### src/rtl/wdog_pkg.sv
// Shared constants and the decoded view of the control word.
// Assumes a 32-bit register port; the bit positions are fixed because software decodes them.
package wdog_pkg;
    localparam int DATA_W     = 32;
    localparam int DIV_W      = 18;
    localparam int BIT_DIV_EN = 25;
    localparam int BIT_TCK_EN = 24;
    localparam int BIT_RST_EN = 21;
    localparam int BIT_CNT_EN = 18;

    localparam int WORD_CTRL = 0;
    localparam int WORD_AUX  = 1;
    localparam int WORD_TMO  = 2;
    localparam int WORD_KICK = 3;

    typedef struct packed {
        logic             div_en;
        logic             tick_en;
        logic             rst_en;
        logic             cnt_en;
        logic [DIV_W-1:0] div_load;
    } ctrl_t;

    function automatic ctrl_t decode_ctrl(input logic [DATA_W-1:0] w);
        ctrl_t c;
        c.div_en   = w[BIT_DIV_EN];
        c.tick_en  = w[BIT_TCK_EN];
        c.rst_en   = w[BIT_RST_EN];
        c.cnt_en   = w[BIT_CNT_EN];
        c.div_load = w[DIV_W-1:0];
        return c;
    endfunction
endpackage

### src/rtl/wdog_regs.sv
// Register file: decodes word addresses, stores control, auxiliary and timeout
// words, and produces single-cycle strobes for control writes and kicks.
// Assumes ADDR_W >= 4 and that a write and a read never share a cycle.
module wdog_regs
    import wdog_pkg::*;
#(
    parameter int ADDR_W = 4
) (
    input  logic              clk,
    input  logic              rst_n,
    input  logic              bus_valid,
    input  logic              bus_write,
    input  logic [ADDR_W-1:0] bus_addr,
    input  logic [DATA_W-1:0] bus_wdata,
    input  logic [DATA_W-1:0] cnt_in,
    output logic [DATA_W-1:0] ctrl_q,
    output logic [DATA_W-1:0] tmo_q,
    output logic              ctrl_wr,
    output logic              kick,
    output logic [DATA_W-1:0] rd_data
);
    localparam int IDX_W = ADDR_W - 2;

    logic [IDX_W-1:0]  widx;
    logic [DATA_W-1:0] aux_q;
    logic              wr_en;
    logic              rd_en;
    logic              low_bits_unused;

    // Word index and access qualifiers.
    always_comb begin
        widx            = bus_addr[ADDR_W-1:2];
        low_bits_unused = ^bus_addr[1:0];
        wr_en           = bus_valid && bus_write;
        rd_en           = bus_valid && !bus_write;
        ctrl_wr         = wr_en && (widx == IDX_W'(WORD_CTRL));
        kick            = wr_en && (widx == IDX_W'(WORD_KICK));
    end

    // Storage for the writable words.
    always_ff @(posedge clk) begin
        if (!rst_n) begin
            ctrl_q <= '0;
            aux_q  <= '0;
            tmo_q  <= '0;
        end else if (wr_en) begin
            if (widx == IDX_W'(WORD_CTRL)) ctrl_q <= bus_wdata;
            if (widx == IDX_W'(WORD_AUX))  aux_q  <= bus_wdata;
            if (widx == IDX_W'(WORD_TMO))  tmo_q  <= bus_wdata;
        end
    end

    // Read multiplexer; zero when idle or unmapped.
    always_comb begin
        rd_data = '0;
        if (rd_en) begin
            if (widx == IDX_W'(WORD_CTRL)) rd_data = ctrl_q;
            if (widx == IDX_W'(WORD_AUX))  rd_data = aux_q;
            if (widx == IDX_W'(WORD_TMO))  rd_data = tmo_q;
            if (widx == IDX_W'(WORD_KICK)) rd_data = cnt_in;
        end
    end


    strobe_excl_chk: assert property (@(posedge clk) disable iff (!rst_n)
        $onehot0({ctrl_wr, kick}));
endmodule

### src/rtl/wdog_prescaler.sv
// Prescaler: emits a one-cycle tick every `load` cycles (load 0 acts as 1)
// while run is high, and holds its count while run is low.
// Assumes clear (a kick) has priority over running.
module wdog_prescaler #(
    parameter int DIV_W = 18
) (
    input  logic             clk,
    input  logic             rst_n,
    input  logic             run,
    input  logic             clear,
    input  logic [DIV_W-1:0] load,
    output logic             tick
);
    logic [DIV_W-1:0] div_cnt;
    logic [DIV_W-1:0] load_eff;

    // Terminal detection.
    always_comb begin
        load_eff = (load == '0) ? DIV_W'(1) : load;
        tick     = run && (div_cnt >= load_eff - DIV_W'(1));
    end

    // Divider count register.
    always_ff @(posedge clk) begin
        if (!rst_n)      div_cnt <= '0;
        else if (clear)  div_cnt <= '0;
        else if (run)    div_cnt <= tick ? '0 : div_cnt + DIV_W'(1);
    end


    div_frozen_chk: assert property (@(posedge clk) disable iff (!rst_n)
        (!run && !clear) |=> $stable(div_cnt));
endmodule

### src/rtl/wdog_counter.sv
// Watchdog counter and reset-pulse generator: counts ticks, halts at the timeout,
// and starts a PULSE_LEN-cycle request when reset output is enabled.
// Assumes kick and ctrl_wr are never high together.
module wdog_counter #(
    parameter int CNT_W     = 32,
    parameter int PULSE_LEN = 16
) (
    input  logic             clk,
    input  logic             rst_n,
    input  logic             tick,
    input  logic             count_en,
    input  logic             rst_en,
    input  logic [CNT_W-1:0] tmo,
    input  logic             kick,
    input  logic             ctrl_wr,
    output logic [CNT_W-1:0] cnt,
    output logic             req
);
    localparam int PW = $clog2(PULSE_LEN + 1);

    logic [CNT_W:0]  cnt_inc;
    logic            armed;
    logic            expire;
    logic            halted;
    logic [PW-1:0]   pulse_left;
    logic [PW:0]     hi_len;

    // Arming and expiry detection.
    always_comb begin
        armed   = count_en && (tmo != '0) && !halted;
        cnt_inc = {1'b0, cnt} + (CNT_W + 1)'(1);
        expire  = tick && armed && (cnt_inc >= {1'b0, tmo});
        req     = (pulse_left != '0);
    end

    // Tick counter.
    always_ff @(posedge clk) begin
        if (!rst_n)              cnt <= '0;
        else if (kick)           cnt <= '0;
        else if (tick && armed)  cnt <= cnt_inc[CNT_W-1:0];
    end

    // Halt flag set at expiry, released by kick or control write.
    always_ff @(posedge clk) begin
        if (!rst_n)                 halted <= 1'b0;
        else if (kick || ctrl_wr)   halted <= 1'b0;
        else if (expire)            halted <= 1'b1;
    end

    // Reset-request pulse timer.
    always_ff @(posedge clk) begin
        if (!rst_n)                  pulse_left <= '0;
        else if (ctrl_wr)            pulse_left <= '0;
        else if (expire && rst_en)   pulse_left <= PW'(PULSE_LEN);
        else if (pulse_left != '0)   pulse_left <= pulse_left - PW'(1);
    end

    // Checker-only run length of the request.
    always_ff @(posedge clk) begin
        if (!rst_n)    hi_len <= '0;
        else if (req)  hi_len <= hi_len + (PW + 1)'(1);
        else           hi_len <= '0;
    end


    pulse_len_chk: assert property (@(posedge clk) disable iff (!rst_n)
        hi_len <= (PW + 1)'(PULSE_LEN));

    req_needs_en_chk: assert property (@(posedge clk) disable iff (!rst_n)
        req |-> rst_en);

    zero_tmo_chk: assert property (@(posedge clk) disable iff (!rst_n)
        $rose(req) |-> $past(tmo) != '0);

    halt_hold_chk: assert property (@(posedge clk) disable iff (!rst_n)
        (halted && !kick && !ctrl_wr) |=> $stable(cnt));

    kick_clear_chk: assert property (@(posedge clk) disable iff (!rst_n)
        kick |=> cnt == '0);
endmodule

### src/rtl/wdog_timer.sv
// Top level of the watchdog: register file, prescaler and counter.
// Assumes one reference clock and a synchronous active-low reset.
module wdog_timer
    import wdog_pkg::*;
#(
    parameter int ADDR_W    = 4,
    parameter int PULSE_LEN = 16
) (
    input  logic              clk,
    input  logic              rst_n,
    input  logic              bus_valid,
    input  logic              bus_write,
    input  logic [ADDR_W-1:0] bus_addr,
    input  logic [31:0]       bus_wdata,
    output logic [31:0]       rd_data,
    output logic              sys_rst_req
);
    logic [DATA_W-1:0] ctrl_w;
    logic [DATA_W-1:0] tmo_w;
    logic [DATA_W-1:0] cnt_w;
    logic              ctrl_wr;
    logic              kick;
    logic              tick;
    logic              run;
    logic              count_en;
    ctrl_t             cfg;

    // Control decode and enable gating.
    always_comb begin
        cfg      = decode_ctrl(ctrl_w);
        run      = cfg.div_en && cfg.tick_en;
        count_en = run && cfg.cnt_en;
    end

    wdog_regs #(.ADDR_W(ADDR_W)) u_regs (
        .clk(clk), .rst_n(rst_n), .bus_valid(bus_valid), .bus_write(bus_write),
        .bus_addr(bus_addr), .bus_wdata(bus_wdata), .cnt_in(cnt_w),
        .ctrl_q(ctrl_w), .tmo_q(tmo_w), .ctrl_wr(ctrl_wr), .kick(kick),
        .rd_data(rd_data)
    );

    wdog_prescaler #(.DIV_W(DIV_W)) u_presc (
        .clk(clk), .rst_n(rst_n), .run(run), .clear(kick),
        .load(cfg.div_load), .tick(tick)
    );

    wdog_counter #(.CNT_W(DATA_W), .PULSE_LEN(PULSE_LEN)) u_cnt (
        .clk(clk), .rst_n(rst_n), .tick(tick), .count_en(count_en),
        .rst_en(cfg.rst_en), .tmo(tmo_w), .kick(kick), .ctrl_wr(ctrl_wr),
        .cnt(cnt_w), .req(sys_rst_req)
    );


    stop_on_zero_chk: assert property (@(posedge clk) disable iff (!rst_n)
        (ctrl_wr && bus_wdata == '0) |=> !sys_rst_req);
endmodule

### config.mk
export PLATFORM = sky130hd
export DESIGN_NAME = wdog_timer
export DESIGN_NICKNAME = d
export VERILOG_FILES = /design/src/rtl/wdog_pkg.sv /design/src/rtl/wdog_regs.sv /design/src/rtl/wdog_prescaler.sv /design/src/rtl/wdog_counter.sv /design/src/rtl/wdog_timer.sv
export SDC_FILE = /design/constraint.sdc
export NUM_CORES = 1
export LEC_CHECK = 0
export BUFFER_PORTS_ARGS = -buffer_cell sky130_fd_sc_hd__buf_2
export CORE_UTILIZATION = 56
export CTS_CLUSTER_DIAMETER = 50
export DETAILED_ROUTE_END_ITERATION = 8
export PLACE_DENSITY = 0.75
export SYNTH_ARGS = -nofsm -noshare
export SYNTH_HDL_FRONTEND = slang
export SYNTH_HIERARCHICAL = 1
export SYNTH_SLANG_ARGS = --single-unit
### constraint.sdc
create_clock -name clk -period 5.5 [get_ports clk]
set_input_delay 0.55 -clock clk [delete_from_list [all_inputs] [get_ports clk]]
set_output_delay 0.55 -clock clk [all_outputs]
set_load 0.01 [all_outputs]
==> qor.csv, run 1 <==
metric,value,unit
final WL,22.6,mm
switching pwr,0.743,mW
layout cell share with drive strength beyond 1,0.122,
largest net degree at the start of global routing,89,
syn_nets,1128,
dpl cell area,0.00944,sq mm
worst r2r src,u_regs/ctrl_q[11]$_SDFFE_PN0P_,
Clock power frac,0.443,
Post-synth EDFFs,0,
dominant cell type by area after synthesis,dfxtp_1,
1st-pass router iterations,5,
top cell type's share of synthesized area,0.339,
clk sinks,152,
Area Overhead vs Synth,12.0,%
Synth Flop Type,dfxtp_1,
first-pass GRT wire length,36.3,mm
DR WL/cell,17.3,microns
Clock H-tree levels,4,
CTS Buf Count,17,
leak pwr,4.45,nW
Cell Rows,45,
"Most Used Layer, Global Route",met2,
M3 GR Usage,0.0570,
Multi-input gate area,0.00553,sq mm
number of port buffers,70,
"Avg Cell Area, Syn",8.69,sq um
switching power share of the total,0.274,
vias per inst,5.79,
total track usage,0.284,
crit path to,u_cnt/cnt[26]$_SDFFE_PP0P_,
status,completed,
Root Buffer,clkbuf_16,
Top Ports,73,
crit path max fanout,31,
Pins Over Slew Limit,0,
Post-Syn Area,0.00897,sq mm
Clock Latency Late Sink,0.44,ns
Crit path required time,5.81,ns
ant diodes,0,
final clock skew,0.0131,ns
Final period util,0.927,
number of fill cells,1371,
chip height,129,microns
Synth warnings,6,
die area,0.0165,sq mm
CP Launch Type,flop,
maxcap violations,0,
Slew Limit Headroom,0.202,
Synth async-reset ratio,0,
fmax,196,MHz
"Distinct cells, synth",57,
Comb power frac,0.131,
final setup violation count,0,
vias in the first global route,7162,
R2R setup slack,0.40,ns
setup bufs post-CTS,0,
TritonCTS clock tree,built,
Storage cell area,0.00304,sq mm
VDD IR max,0.232,mV
Power Internal,1.97,mW
overall power,2.72,mW
Worst Setup End Kind,flop,
crit path from,u_regs/ctrl_q[11]$_SDFFE_PN0P_,
Die X,129,microns
Initial Util,0.582,
GRT met1 Usage,0.350,
GRT met2 Usage,0.489,
cell count of the worst reg-to-reg path,21,
min-delay worst type,in2reg,
cells after synthesis,1033,
Clock Path Buffers,2,
Clock Pin Slew Worst Setup and Hold Paths,0.07,ns
setup TNS,0,ns
Flop pwr share,0.426,
Iteration-0 DRC Markers,503,
RSZ-0062 raised after global routing,no,
R2R Path End,u_cnt/cnt[26]$_SDFFE_PP0P_,
routed vias,7579,
GRT Residual Overflow,0,
Final min period,5.10,ns
Final nets,1179,
worst slew pin tran,1.20,ns
Area contributors post-synth,"dfxtp_1 34%, mux2i_1 18%, ha_1 7.7%",
"antenna viol nets, final",0,
"Arr. time, crit path",5.41,ns
sequential area share after synthesis,0.339,
Final GP Congestion,0.896,
DRC,0,
fin util,0.651,
Yosys reg bits,152,
antenna violations before repair,0,
critical path class,reg2reg,
PD cells,270,mW/mm^2
Final Hold Violating Endpoints,0,
core area,0.0154,sq mm
Post-DP HPWL,15.8,mm
design area,0.0100,sq mm
worst max-delay path, stage by stage (launching register included):
cell and delay [ns]:
dfxtp_1 0.36, or4_4 0.55, or3_4 0.36, or4b_4 0.58, nor2_1 0.12, nor2_1 0.07
ha_1 0.21, nor2b_1 0.17, nand3_1 0.20, nor3_1 0.09, xnor2_1 0.13, ha_1 0.29
nand4_1 0.16, a31o_2 0.26, a21oi_1 0.18, a211oi_1 0.10, nor2_1 0.12, and3_1 0.27
o21ai_4 0.25, nor4_2 0.28, xnor2_1 0.17, nor2_1 0.06
cell families (layout without fill, tap and decap cells):
kind of cell,after synthesis,after routing,share of synthesized area
flops,152,152,0.339
simple gates,381,381,0.206
fa+ha+maj,55,55,0.0767
buf+inv,95,159,0.0478
mux,161,161,0.180
compound gates,106,106,0.0699
xor+xnor,83,83,0.0810
timing repair:
| item | CTS | global route |
|---|---|---|
| hold endpoints to repair | 0 | 0 |
| setup endpoints to repair | 0 | 13 |
| gates resized for setup | 0 | 1 |
| hold buffers | 0 | 0 |
cell type report:
type / count / area share
Clock inverter: 14 / 0.0159
Timing Repair Buffer: 82 / 0.0443
Tap cell: 211 / 0.0263
Inverter: 45 / 0.0168
Sequential cell: 152 / 0.303
Clock buffer: 18 / 0.0437
Multi-Input combinational cell: 786 / 0.550
layer usage:
metal / vias up / share of wire / wire (microns)
met5: - / 0 / 0
met2: 229 / 0.48 / 10900
met3: 29 / 0.056 / 1260
met4: 0 / 0.021 / 483
met1: 3615 / 0.44 / 10000
li1: 3706 / - / -
cell usage after synthesis, types with 2 or more instances:
| library cell | instances |
|---|---|
| nand2_1 | 173 |
| mux2i_1 | 160 |
| dfxtp_1 | 152 |
| nor2_1 | 63 |
| ha_1 | 55 |
| inv_1 | 45 |
| xnor2_1 | 43 |
| xor2_1 | 40 |
| a21oi_1 | 35 |
| o22ai_1 | 32 |
| nand3_1 | 25 |
| clkbuf_1 | 24 |
| nand4_1 | 24 |
| nor3_1 | 22 |
| o21ai_0 | 16 |
| buf_2 | 15 |
| nor4_1 | 13 |
| and3_1 | 12 |
| or3_1 | 9 |
| buf_6 | 6 |
| nand2b_1 | 6 |
| nor2b_1 | 6 |
| nand3_2 | 5 |
| and4_1 | 4 |
| a211oi_1 | 3 |
| a21o_1 | 3 |
| nand4b_1 | 3 |
| o21a_1 | 3 |
| o21ai_1 | 3 |
| and2_1 | 2 |
| buf_1 | 2 |
| buf_4 | 2 |
| nor3_2 | 2 |
| nor4_2 | 2 |
metrics by stage:
stage	hold slack (ns)	cells	worst slack, ns
after floorplan	0.431	1033	0.745
after global placement	0.442	1276	0.438
after detailed placement	0.447	1276	0.310
after CTS	0.401	1308	0.234
after global routing	0.422	1308	0.115
final	0.408	1308	0.402
flip-flops by register name, summed over array words and instances (netlist names):
signal,count
u_cnt/halted,1
u_cnt/pulse_left,5
u_presc/div_cnt,18
u_regs/aux_q,32
u_regs/ctrl_q,32
u_cnt/cnt,32
u_regs/tmo_q,32
worst min-delay path by stage:
stage                                        start                        endpoint  slack, ns  depth (start not counted)
CTS                                  bus_wdata[27]   u_regs/tmo_q[27]$_SDFFE_PN0P_       0.40                          3
finish                               bus_wdata[27]   u_regs/tmo_q[27]$_SDFFE_PN0P_       0.41                          3
global route                         bus_wdata[19]   u_regs/aux_q[19]$_SDFFE_PN0P_       0.42                          3
detailed placement  u_regs/ctrl_q[20]$_SDFFE_PN0P_  u_regs/ctrl_q[20]$_SDFFE_PN0P_       0.45                          2
floorplan                u_cnt/halted$_SDFFE_PP0P_       u_cnt/halted$_SDFFE_PP0P_       0.43                          2
global placement    u_regs/ctrl_q[19]$_SDFFE_PN0P_  u_regs/ctrl_q[19]$_SDFFE_PN0P_       0.44                          2
placed cells by master (no fill, tap or decap), types with 14 or more instances in the layout:
cell,synthesis,routed
nor2_1,63,63
a21oi_1,35,35
inv_1,45,45
clkbuf_16,0,17
xor2_1,40,40
o22ai_1,32,32
buf_2,15,68
ha_1,55,55
xnor2_1,43,43
nand3_1,25,25
nor3_1,22,22
nand2_1,173,173
nand4_1,24,24
o21ai_0,16,16
buf_4,2,14
dfxtp_1,152,152
mux2i_1,160,160
power by group through the flow:
stage / clock (mW) / combinational, mW / sequential, mW
floorplan: 0 / 0.269 / 1.17
global placement: 0 / 0.341 / 1.18
detailed placement: 0 / 0.350 / 1.18
CTS: 1.22 / 0.354 / 1.16
global route: 1.26 / 0.399 / 1.16
finish: 1.20 / 0.355 / 1.16
No activity file was read; power rests on OpenSTA's default activity.
==> inputs of run 2 (changes only) <==
--- a/config.mk
+++ b/config.mk
@@ -9,7 +9,7 @@
 export CORE_UTILIZATION = 56
 export CTS_CLUSTER_DIAMETER = 50
 export DETAILED_ROUTE_END_ITERATION = 8
-export PLACE_DENSITY = 0.75
+export PLACE_DENSITY = 0.74
 export SYNTH_ARGS = -nofsm -noshare
 export SYNTH_HDL_FRONTEND = slang
 export SYNTH_HIERARCHICAL = 1
==> qor.csv, run 2 (synthesis results as in run 1) <==
metric,value,unit
setup TNS,0,ns
DR WL/cell,17.0,microns
Clock Pin Slew Worst Setup and Hold Paths,0.06,ns
Critical Path Slowest Stage Cell,or4b_4,
RSZ-0062 raised after global routing,no,
switching pwr,0.708,mW
"commonest non-fill, non-tap cells in the layout","173 x nand2_1, 160 x mux2i_1, 152 x dfxtp_1, 68 x buf_2, 63 x nor2_1",
clk sinks,152,
min-delay worst type,in2reg,
Crit path required time,5.80,ns
Clock Latency Late Sink,0.43,ns
"commonest non-fill, non-tap cell in the layout",nand2_1,
Hold Path Origin,bus_wdata[22],
number of port buffers,70,
top layer in use,met4,
Root Buffer,clkbuf_16,
Final Hold Violating Endpoints,0,
hold worst-path end,u_regs/ctrl_q[22]$_SDFFE_PN0P_,
post-CTS sizing,0,
final clock skew,0.0129,ns
worst slew pin tran,0.877,ns
cell count of the worst reg-to-reg path,22,
Clock H-tree levels,4,
CP Launch Type,flop,
PD cells,269,mW/mm^2
Iteration-0 DRC Markers,541,
worst r2r src,u_regs/ctrl_q[10]$_SDFFE_PN0P_,
CTS Buf Count,17,
Die X,129,microns
WL met3,1.02,mm
Initial Util,0.582,
vias per inst,5.73,
overall power,2.71,mW
pre-CTS worst setup slack,0.317,ns
Final nets,1178,
metal2 WL,10.4,mm
"antenna viol nets, final",0,
critical path class,reg2reg,
VDD IR max,0.234,mV
chip height,129,microns
Final min period,5.15,ns
vias in the first global route,7178,
hold_buf cts,0,
GRT Residual Overflow,0,
Final GP Congestion,0.871,
number of fill cells,1354,
Area Overhead vs Synth,12.1,%
Comb power frac,0.131,
largest net degree at the start of global routing,79,
setup ws final,0.348,ns
crit path max fanout,9,
Clock power frac,0.441,
routed vias,7491,
leak pwr,4.45,nW
Routed met1 length,10.1,mm
Most Frequent Cell on Critical Path,nor2_1,
switching power share of the total,0.261,
final WL,22.3,mm
1st-pass router iterations,4,
Power Internal,2.00,mW
R2R Path End,u_cnt/cnt[7]$_SDFFE_PP0P_,
Post-DP HPWL,15.8,mm
ant diodes,0,
first-pass GRT wire length,36.0,mm
maxcap violations,0,
total track usage,0.279,
Clock Path Buffers,2,
fmax,194,MHz
Slew Limit Headroom,0.415,
Cell Rows,45,
Pins Over Slew Limit,0,
die area,0.0165,sq mm
antenna violations before repair,0,
"Arr. time, crit path",5.45,ns
fin util,0.652,
status,completed,
R2R setup slack,0.35,ns
setup bufs post-CTS,0,
TritonCTS clock tree,built,
layout cell share with drive strength beyond 1,0.120,
max incr delay on CP,0.58,ns
WHS Path Cells,3,
Top Ports,73,
Flop pwr share,0.428,
Final period util,0.937,
final setup violation count,0,
DRC,0,
CP Cell Sequence,"or4_4, or3_4, or4b_4, nor2_1, nor2_1, ha_1, nor2b_1, nand3_1, nor3_1, xnor2_1, ha_1, nand4_1, a31o_2, a21oi_1, a211oi_1, nor2_1, and3_1, o21a_1, buf_4, nand3_1, xor2_1, nor2_1",
Worst Setup End Kind,flop,
core area,0.0154,sq mm
## run 2: cell types whose count changed in the layout (fill, tap and decap cells not counted)
cell and change:
clkinvlp_4 -1, inv_6 -5, inv_8 -1, clkbuf_8 +3, buf_12 +1, clkinv_4 +2
buf_4 -2, clkbuf_1 +2
## run 2: area by class of cell
type,count,area (sq um),area share
Clock buffer,23,488,0.0485
Sequential cell,152,3040,0.303
Timing Repair Buffer,81,450,0.0448
Clock inverter,9,115,0.0114
Inverter,45,169,0.0168
Multi-Input combinational cell,786,5530,0.550
Tap cell,211,264,0.0263
## run 2: per-stage QoR
step	cells	instance area (sq um)	hold WS, ns
2_1_floorplan	1033	8970	0.431
3_3_place_gp	1275	9450	0.442
3_5_place_dp	1275	9450	0.448
4_1_cts	1307	10000	0.412
5_1_grt	1307	10100	0.424
6_report	1307	10100	0.420
## run 2: power by group through the flow
| stage | Clock [mW] | Combinational (mW) | Sequential [mW] |
|---|---|---|---|
| floorplan | 0 | 0.269 | 1.17 |
| global placement | 0 | 0.341 | 1.18 |
| detailed placement | 0 | 0.349 | 1.18 |
| CTS | 1.21 | 0.352 | 1.16 |
| global route | 1.25 | 0.397 | 1.16 |
| finish | 1.20 | 0.355 | 1.16 |
## run 2: how the worst max path moves through the flow
stage	start	end	slack, ns	depth (start not counted)
final	u_regs/ctrl_q[10]$_SDFFE_PN0P_	u_cnt/cnt[7]$_SDFFE_PP0P_	0.35	22
after floorplan	u_regs/ctrl_q[10]$_SDFFE_PN0P_	u_cnt/cnt[25]$_SDFFE_PP0P_	0.75	22
after detailed placement	u_regs/ctrl_q[10]$_SDFFE_PN0P_	u_cnt/cnt[25]$_SDFFE_PP0P_	0.32	21
after global placement	u_regs/ctrl_q[10]$_SDFFE_PN0P_	u_cnt/cnt[22]$_SDFFE_PP0P_	0.38	21
after global routing	u_regs/ctrl_q[10]$_SDFFE_PN0P_	u_cnt/cnt[7]$_SDFFE_PP0P_	0.08	22
after CTS	u_regs/ctrl_q[10]$_SDFFE_PN0P_	u_cnt/cnt[25]$_SDFFE_PP0P_	0.28	21
## run 2: critical path, delay by kind of cell, from the launching register on
family	cells	cell delay, ns
AND/OR/NAND/NOR	13	2.85
adder cells (fa/ha/maj)	2	0.49
AO/OA/AOI/OAI	4	0.76
flip-flops	1	0.37
buffers and inverters	1	0.22
XOR/XNOR	2	0.31
## run 2: routing by layer
| layer | vias up | global-route usage |
|---|---|---|
| met5 | - | 0 |
| met4 | 0 | 0.139 |
| met3 | 38 | 0.0474 |
| met2 | 208 | 0.459 |
| met1 | 3542 | 0.353 |
| li1 | 3703 | - |
